<file path="config.mk">
export PLATFORM = sky130hd
export DESIGN_NAME = wide_reg_bridge
export DESIGN_NICKNAME = d
export VERILOG_FILES = /design/src/rtl/wrb_pkg.sv /design/src/rtl/wrb_decode.sv /design/src/rtl/wrb_temp.sv /design/src/rtl/wrb_reg.sv /design/src/rtl/wrb_rdmux.sv /design/src/rtl/wide_reg_bridge.sv
export SDC_FILE = /design/constraint.sdc
export NUM_CORES = 1
export LEC_CHECK = 0
export BUFFER_PORTS_ARGS = -buffer_cell sky130_fd_sc_hd__buf_2
export CAP_MARGIN = 20
export CORE_AREA = 2 2 100 112
export CTS_CLUSTER_SIZE = 14
export DETAILED_ROUTE_END_ITERATION = 7
export DIE_AREA = 0 0 102 114
export GPL_TIMING_DRIVEN = 0
export PLACE_DENSITY = 0.68
export SLEW_MARGIN = 20
export SYNTH_ARGS = -nofsm -noshare
export SYNTH_HDL_FRONTEND = slang
export SYNTH_HIERARCHICAL = 1
export SYNTH_SLANG_ARGS = --single-unit
export TNS_END_PERCENT = 30
</file>
<file path="constraint.sdc">
create_clock -name clk -period 1.9 [get_ports clk]
set_input_delay 0.38 -clock clk [delete_from_list [all_inputs] [get_ports clk]]
set_output_delay 0.38 -clock clk [all_outputs]
set_load 0.01 [all_outputs]
</file>
<file path="src/rtl/wrb_pkg.sv">
package wrb_pkg;
   localparam int unsigned NUM_REGS = 3;
   typedef enum logic [1:0] {
      SEL_CNT  = 2'd0,
      SEL_A    = 2'd1,
      SEL_B    = 2'd2,
      SEL_NONE = 2'd3
   } reg_sel_e;
endpackage

</file>
<file path="src/rtl/wrb_decode.sv">
module wrb_decode
   import wrb_pkg::*;
#(
   parameter int unsigned ADDR_W = 3
) (
   input  logic [ADDR_W-1:0]   addr,
   input  logic                wr_en,
   input  logic                rd_en,
   output reg_sel_e            sel,
   output logic                wr_hi,
   output logic [NUM_REGS-1:0] wr_lo_vec,
   output logic                rd_hi,
   output logic                rd_lo,
   output logic                rd_unmapped
);
   localparam int unsigned IDX_W = ADDR_W - 1;

   logic [IDX_W-1:0] idx;
   logic             mapped;
   logic             wr_act;
   logic             rd_act;

   assign idx    = addr[ADDR_W-1:1];
   assign mapped = (idx < IDX_W'(NUM_REGS));
   assign sel    = mapped ? reg_sel_e'(idx[1:0]) : SEL_NONE;

   // write wins over a simultaneous read
   assign wr_act      = wr_en & mapped;
   assign rd_act      = rd_en & ~wr_en & mapped;
   assign rd_unmapped = rd_en & ~wr_en & ~mapped;

   assign wr_hi = wr_act & ~addr[0];
   assign rd_hi = rd_act & ~addr[0];
   assign rd_lo = rd_act &  addr[0];

   for (genvar i = 0; i < NUM_REGS; i++) begin : g_wlo
      assign wr_lo_vec[i] = wr_act & addr[0] & (idx == IDX_W'(i));
   end
endmodule

</file>
<file path="src/rtl/wrb_temp.sv">
module wrb_temp #(
   parameter int unsigned BUS_W = 8
) (
   input  logic             clk,
   input  logic             rst,
   input  logic             load_wr,
   input  logic [BUS_W-1:0] wr_byte,
   input  logic             load_rd,
   input  logic [BUS_W-1:0] rd_byte,
   output logic [BUS_W-1:0] q
);
   always_ff @(posedge clk) begin
      if (rst)          q <= '0;
      else if (load_wr) q <= wr_byte;
      else if (load_rd) q <= rd_byte;
   end
endmodule

</file>
<file path="src/rtl/wrb_reg.sv">
module wrb_reg #(
   parameter int unsigned REG_W = 16
) (
   input  logic             clk,
   input  logic             rst,
   input  logic             inc,
   input  logic             load,
   input  logic [REG_W-1:0] load_val,
   output logic [REG_W-1:0] q
);
   always_ff @(posedge clk) begin
      if (rst)       q <= '0;
      else if (load) q <= load_val;
      else if (inc)  q <= q + REG_W'(1);
   end
endmodule

</file>
<file path="src/rtl/wrb_rdmux.sv">
module wrb_rdmux
   import wrb_pkg::*;
#(
   parameter int unsigned BUS_W = 8,
   parameter int unsigned REG_W = 16
) (
   input  logic                           clk,
   input  logic                           rst,
   input  reg_sel_e                       sel,
   input  logic                           rd_hi,
   input  logic                           rd_lo,
   input  logic                           rd_unmapped,
   input  logic [NUM_REGS-1:0][REG_W-1:0] regs,
   input  logic [BUS_W-1:0]               tmp,
   output logic [BUS_W-1:0]               cap_lo,
   output logic [BUS_W-1:0]               rd_data
);
   logic [REG_W-1:0] word;
   logic [1:0]       sel_idx;

   assign sel_idx = sel;

   always_comb begin
      word = '0;
      for (int i = 0; i < NUM_REGS; i++) begin
         if (sel_idx == 2'(i)) word = regs[i];
      end
   end

   assign cap_lo = word[BUS_W-1:0];

   always_ff @(posedge clk) begin
      if (rst)              rd_data <= '0;
      else if (rd_hi)       rd_data <= word[REG_W-1:BUS_W];
      else if (rd_lo)       rd_data <= tmp;
      else if (rd_unmapped) rd_data <= '0;
   end
endmodule

</file>
<file path="src/rtl/wide_reg_bridge.sv">
module wide_reg_bridge
   import wrb_pkg::*;
#(
   parameter int unsigned ADDR_W = 3,
   parameter int unsigned BUS_W  = 8,
   parameter int unsigned REG_W  = 16
) (
   input  logic              clk,
   input  logic              rst,
   input  logic              cnt_en,
   input  logic [ADDR_W-1:0] addr,
   input  logic              wr_en,
   input  logic [BUS_W-1:0]  wr_data,
   input  logic              rd_en,
   output logic [BUS_W-1:0]  rd_data,
   output logic [REG_W-1:0]  count,
   output logic [REG_W-1:0]  data_a,
   output logic [REG_W-1:0]  data_b
);
   if (REG_W != 2 * BUS_W) begin : g_bad_width
      $error("wide_reg_bridge: REG_W must be twice BUS_W");
   end
   if (ADDR_W < 3) begin : g_bad_addr
      $error("wide_reg_bridge: ADDR_W must cover three byte pairs");
   end

   reg_sel_e                       sel;
   logic                           wr_hi;
   logic [NUM_REGS-1:0]            wr_lo_vec;
   logic                           rd_hi;
   logic                           rd_lo;
   logic                           rd_unmapped;
   logic [BUS_W-1:0]               tmp_q;
   logic [BUS_W-1:0]               cap_lo;
   logic [NUM_REGS-1:0][REG_W-1:0] reg_q;
   logic [NUM_REGS-1:0]            inc;
   logic [REG_W-1:0]               join_val;

   assign join_val = {tmp_q, wr_data};

   wrb_decode #(.ADDR_W(ADDR_W)) u_dec (
      .addr        (addr),
      .wr_en       (wr_en),
      .rd_en       (rd_en),
      .sel         (sel),
      .wr_hi       (wr_hi),
      .wr_lo_vec   (wr_lo_vec),
      .rd_hi       (rd_hi),
      .rd_lo       (rd_lo),
      .rd_unmapped (rd_unmapped)
   );

   wrb_temp #(.BUS_W(BUS_W)) u_tmp (
      .clk     (clk),
      .rst     (rst),
      .load_wr (wr_hi),
      .wr_byte (wr_data),
      .load_rd (rd_hi),
      .rd_byte (cap_lo),
      .q       (tmp_q)
   );

   for (genvar i = 0; i < NUM_REGS; i++) begin : g_reg
      if (i == int'(SEL_CNT)) begin : g_counter
         assign inc[i] = cnt_en;
      end else begin : g_data
         assign inc[i] = 1'b0;
      end
      wrb_reg #(.REG_W(REG_W)) u_reg (
         .clk      (clk),
         .rst      (rst),
         .inc      (inc[i]),
         .load     (wr_lo_vec[i]),
         .load_val (join_val),
         .q        (reg_q[i])
      );
   end

   wrb_rdmux #(.BUS_W(BUS_W), .REG_W(REG_W)) u_rd (
      .clk         (clk),
      .rst         (rst),
      .sel         (sel),
      .rd_hi       (rd_hi),
      .rd_lo       (rd_lo),
      .rd_unmapped (rd_unmapped),
      .regs        (reg_q),
      .tmp         (tmp_q),
      .cap_lo      (cap_lo),
      .rd_data     (rd_data)
   );

   assign count  = reg_q[0];
   assign data_a = reg_q[1];
   assign data_b = reg_q[2];
endmodule

</file>
---- Word-level counts from Yosys, hierarchy flattened ----
Cells that the tools add are included.
Widths: inputs -> output; s select.
word-level totals
  register bits ........................... 64
  bits in latches ......................... 0
  bits in writable memories ............... 0
  ROM bits ................................ 0
  bits of input ports ..................... 16
  output and inout port bits .............. 56
  word-level logic and storage cells ...... 41
  memories kept ........................... 0
operators by class
  add/sub/neg operators ................... 1
  $mul .................................... 0
  divide/modulo/power cells ............... 0
  $lt $le $gt $ge ......................... 1
  equal/unequal tests ..................... 4
  shifts and indexed selects .............. 0
  multiplexer cells ....................... 11
  bitwise logic cells ..................... 14
  reduce and logical (&&, ||, !) cells .... 5
operator list
  kind                   number
  $mux 16                5
  $mux 8                 5
  $add 16x1->16 const B  1
  $and 1x1->1            11
  $eq 2x1->1 const B     2
  $eq 2x2->1 const B     2
  $logic_not 2->1        2
  $reduce_bool 2->1      2
  $not 1->1              3
  $reduce_bool 3->1      1
  $lt 2x2->1 const B     1
  $mux 2                 1

---- Depth between registers and ports, before layout ----
  depth after elaboration ................. 8
  gate-level depth with buffers ........... 9
  depth with buffers taken out ............ 5

---- By module ----
Netlist, hierarchy kept.
modules (own cells, without submodules)
  module           times used  cells each  area an instance (µm²)  seq. area each (µm²)
  wrb_reg          3           112         984.7                   320.3
  wrb_rdmux        1           82          695.7                   160.2
  wrb_temp         1           35          369.1                   160.2
  wrb_decode       1           12          78.8                    0.0
  wide_reg_bridge  1           1           3.8                     0.0

---- Worst setup path after synthesis ----
No wires, ideal clock.
  kind .................................... in2reg
  start ................................... input wr_en
  end ..................................... register u_rd.rd_data[3]
  library setup time ...................... 0.088 ns
  arrival ................................. 1.696 ns
  data required time ...................... 1.812 ns
  setup slack ............................. 0.116 ns
  stages .................................. 5
  buffers on the path ..................... 1
  cell sequence ........................... nand2b_4 nor3b_1 clkbuf_1 a221oi_1 a311oi_2
between the ends
  elaborated cells between the ends (all ways) .. 9
  classes of those cells .................. mux: 2; bitwise: 6; reduce/logical: 1
RTL lines
  element                                                       line                   source
  start, declared                                               wide_reg_bridge.sv:12  input logic wr_en,
  $not 1->1 (*)                                                 wrb_decode.sv:29       assign rd_act = rd_en & ~wr_en & mapped;
  $and 1x1->1 (*) (2 in a row)                                  wrb_decode.sv:29
  $and 1x1->1 (*)                                               wrb_decode.sv:33       assign rd_hi = rd_act & ~addr[0];
  named net rd_hi                                               wide_reg_bridge.sv:30  logic rd_hi;
  $reduce_bool 3->1 (no line) / $mux 8 (equally long branches)  --
  end signal, assigned                                          wrb_rdmux.sv:34        else if (rd_hi) rd_data <= word[REG_W-1:BUS_W];
  end signal, assigned                                          wrb_rdmux.sv:35        else if (rd_lo) rd_data <= tmp;
  end, declared                                                 wrb_rdmux.sv:16        output logic [BUS_W-1:0] rd_data
The timed path passes the listed nets; every way through them passes the cells marked *.
A chain may end at the register's enable or synchronous reset.

---- Final worst setup path ----
  start ................................... input addr[0]
  end ..................................... register g_reg[0].u_reg.q[14]
between the ends
  cells in the longest elaborated chain, start to end .. 3
  elaborated cells between the ends (all ways) .. 4
  classes of those cells .................. mux: 1; bitwise: 2; reduce/logical: 1
ends and longest elaborated chain
  element                                              line                   source
  start, declared                                      wide_reg_bridge.sv:11  input logic [ADDR_W-1:0] addr,
  $and 1x1->1 (*) (2 in a row)                         wrb_decode.sv:37       assign wr_lo_vec[i] = wr_act & addr[0] & (idx == IDX_W'(i));
  named net wr_lo_vec[0]                               wide_reg_bridge.sv:29  logic [NUM_REGS-1:0] wr_lo_vec;
  $mux 16 / $reduce_bool 2->1 (equally long branches)  --
  end signal, assigned                                 wrb_reg.sv:13          else if (load) q <= load_val;
  end signal, assigned                                 wrb_reg.sv:14          else if (inc) q <= q + REG_W'(1);
  end, declared                                        wrb_reg.sv:9           output logic [REG_W-1:0] q
Marks and branches as above.

==> impl_metrics.json <==
{
  "status": "finished, final reports clean",
  "postRouteWirelength_mm": 11.9,
  "yosysSeqAreaShare": 0.312,
  "cts_buffers": 9,
  "worstReg2RegEnd": "g_reg[0].u_reg/q[12]$_SDFFE_PP0P_",
  "vias": 3661,
  "grt_use_met3": 0.0343,
  "grt_pass1_wl_mm": 18.9,
  "crit_type": "primary input to flop",
  "worstRegToRegCells": 5,
  "yosys.area_share.simple": 0.239,
  "clkTransAtPathRegs_ps": 50,
  "post_cts_buffers": 0,
  "r2r-start": "g_reg[0].u_reg/q[0]$_SDFFE_PP0P_",
  "synth_top_family_by_area": "simple AND/OR/NAND/NOR gates",
  "root_buffer": "clkbuf_16",
  "rsz0062_at_grt": "no",
  "seqPwrFrac": 0.418,
  "rows": 40,
  "synth_ff_type": "dfxtp_1",
  "fin_cells": 699,
  "arrival_ps": 2030,
  "fp.coreArea_sq_um": 10600,
  "synth_xor_area_frac": 0.0897,
  "synth_seq_cells": 64,
  "peakVddDrop_uv": 410,
  "min_period_ps": 1740,
  "ys_warn_count": 6,
  "final_layout_size_suffix_gt1_frac": 0.236,
  "htreeDepth": 3,
  "drc": 0,
  "fin_nets": 566,
  "combPwrFrac": 0.120,
  "fmax_mhz": 574,
  "total_power_uw": 3650,
  "layout_common_cells": "70 x buf_2, 64 x dfxtp_1, 39 x a21oi_1, 39 x inv_1, 36 x mux2i_1",
  "finalHoldViolations": 0,
  "num_io_pins": 72,
  "power_leakage_uw": 0.00214,
  "cts_resized": 1,
  "critPathLaunchType": "primary input",
  "start_util": 0.387,
  "placed_area_sq_um": 4630,
  "synth.distinct_cells": 38,
  "worstSetupEndpointType": "flop",
  "overflow": 0,
  "drv_slew": 0,
  "dr.first_iter.drc_count": 177,
  "worst-path-max-fanout": 10,
  "hpwl_mm": 8.86,
  "fp.dieW_microns": 102,
  "reg2reg_slack_ps": 280,
  "syn_area_per_cell_sq_um": 8.80,
  "cap_viol_max_count": 0,
  "clock_power_share": 0.462,
  "port_buffers": 69,
  "syn-instance-count": 466,
  "clock_sinks": 64,
  "crit_end": "g_reg[0].u_reg/q[14]$_SDFFE_PP0P_",
  "placed_cells": 683,
  "area_growth_pct": 20.4,
  "first_pass_iters": 5,
  "grt_max_degree": 11,
  "gp_congestion": 0.862,
  "power_switching_uw": 968,
  "grt_use_total": 0.213,
  "die_h_microns": 114,
  "slew_headroom": 0.570,
  "synth_edf_count": 0,
  "worst_pin_slew_ps": 645,
  "clk_path_buf_depth": 2,
  "mostFrequentLayoutCell": "buf_2",
  "grt_pass1_vias": 3564,
  "min_path_type": "primary input to flop",
  "sw_frac_of_total": 0.265,
  "postRouteAntennaNets": 0,
  "synthArstFlopShare": 0,
  "cts_tree": "done",
  "clkLatencyLatePin_ps": 340,
  "syn_area_sq_um": 4100,
  "crit_required_ps": 2180,
  "dieArea_sq_um": 11600,
  "wl_per_cell_microns": 17.0,
  "grt_util_met2": 0.357,
  "final.setup_skew_ps": 4.37,
  "antenna_found_initial": 0,
  "use_met1": 0.267,
  "synthAdderAreaFrac": 0.00915,
  "setup_viol": 0,
  "powerDensity_nw_per_um2": 738,
  "avgViaCountPerCell": 5.24,
  "synth-compound-area-share": 0.173,
  "busiest_layer": "met2",
  "internal_power_uw": 2680,
  "timing.final.crit_share": 0.917,
  "synthMuxAreaShare": 0.0879,
  "startpoint": "addr[0]",
  "final_cell_area_sq_um": 4940,
  "hold_buffers": 0,
  "antennaDiodeCount": 0
}
[registers in the layout, indices dropped and copies added, names as in the netlist]
name and flops:
g.u_reg/q 48, u_tmp/q 8, u_rd/rd_data 8
[power by group through the flow]
stage | combinational [uW] | clock (uW) | sequential [uW]
floorplan | 277 | 0 | 1530
global placement | 426 | 0 | 1550
detailed placement | 433 | 0 | 1550
CTS | 437 | 1690 | 1520
global route | 483 | 1770 | 1530
finish | 439 | 1680 | 1530
[metrics by stage]
| step | worst slack, ps | util | TNS [ps] | hold WS (ps) |
|---|---|---|---|---|
| floorplan | 116 | - | 0 | 523 |
| global placement | -336 | 0.437 | -7780 | 571 |
| detailed placement | -360 | 0.437 | -8160 | 568 |
| CTS | 146 | 0.466 | 0 | 356 |
| global route | 12.9 | 0.466 | 0 | 358 |
| finish | 157 | 0.466 | 0 | 361 |
[kinds of logic after synthesis]
group | Yosys count
xor gates and xnor gates | 42
muxes | 36
DFF | 64
adders and majority gates | 3
and+or+nand+nor | 140
AOI/OAI and AO/OA | 107
buffers and inverters | 73
other | 1
[cell usage after synthesis (2+ instances only)]
library cell   n  share of area
buf_6          8          0.022
nor4_4         6          0.031
nand4_1       12          0.018
mux2i_1       36          0.088
inv_1         39          0.036
nand3_1        9          0.011
clkbuf_1      19          0.017
o21ai_0       11          0.013
dfxtp_1       64           0.31
nand4_4        6          0.031
nor4_2        12          0.037
nor2_1        23          0.021
xnor2_1       15          0.032
a311oi_1       6          0.013
a311oi_2       2         0.0073
nand2_1       33          0.030
a21oi_1       39          0.048
o21a_1        30          0.055
nor3b_1        3         0.0055
a211oi_1       8          0.015
buf_1          2         0.0018
or3_1          3         0.0046
buf_4          2         0.0037
nor2b_1        9          0.014
or2_2          6         0.0092
nor3_1        13          0.016
a221oi_1       8          0.017
or2_1          2         0.0031
xor2_1        27          0.058
a21o_1         3         0.0055
ha_1           3         0.0092
[worst min-delay path by stage]
stage	from	to	slack, ps	cells past startpoint
finish	wr_data[5]	g_reg[0].u_reg/q[5]$_SDFFE_PP0P_	360	3
global route	wr_data[5]	g_reg[0].u_reg/q[5]$_SDFFE_PP0P_	360	3
CTS	wr_data[5]	g_reg[1].u_reg/q[5]$_SDFFE_PP0P_	360	3
detailed placement	g_reg[1].u_reg/q[15]$_SDFFE_PP0P_	u_rd/rd_data[7]$_SDFFE_PP0P_	570	2
global placement	g_reg[1].u_reg/q[15]$_SDFFE_PP0P_	u_rd/rd_data[7]$_SDFFE_PP0P_	570	2
floorplan	wr_data[1]	g_reg[1].u_reg/q[1]$_SDFFE_PP0P_	520	2
[final cells by class]
type / count / area, sq um
Multi-Input combinational cell: 330 / 2470
Clock inverter: 3 / 40.0
Inverter: 40 / 150
Timing Repair Buffer: 69 / 345
Sequential cell: 64 / 1280
Clock buffer: 13 / 260
Buffer: 33 / 209
Tap cell: 147 / 184
Fill cell: 1077 / 5670
[critical path, stage by stage]
cell      delay [ps]
buf_2            110
nand2_1           90
nor3_1           270
clkbuf_1         520
clkbuf_1         450
o21a_1           200
[per-layer routing]
layer  vias up  wire, microns
li1       1802              -
met1      1736           5130
met2        94           5900
met3        29            531
met4         0            351
met5         -              0
Note: power is estimated with default switching activity, not from simulation.
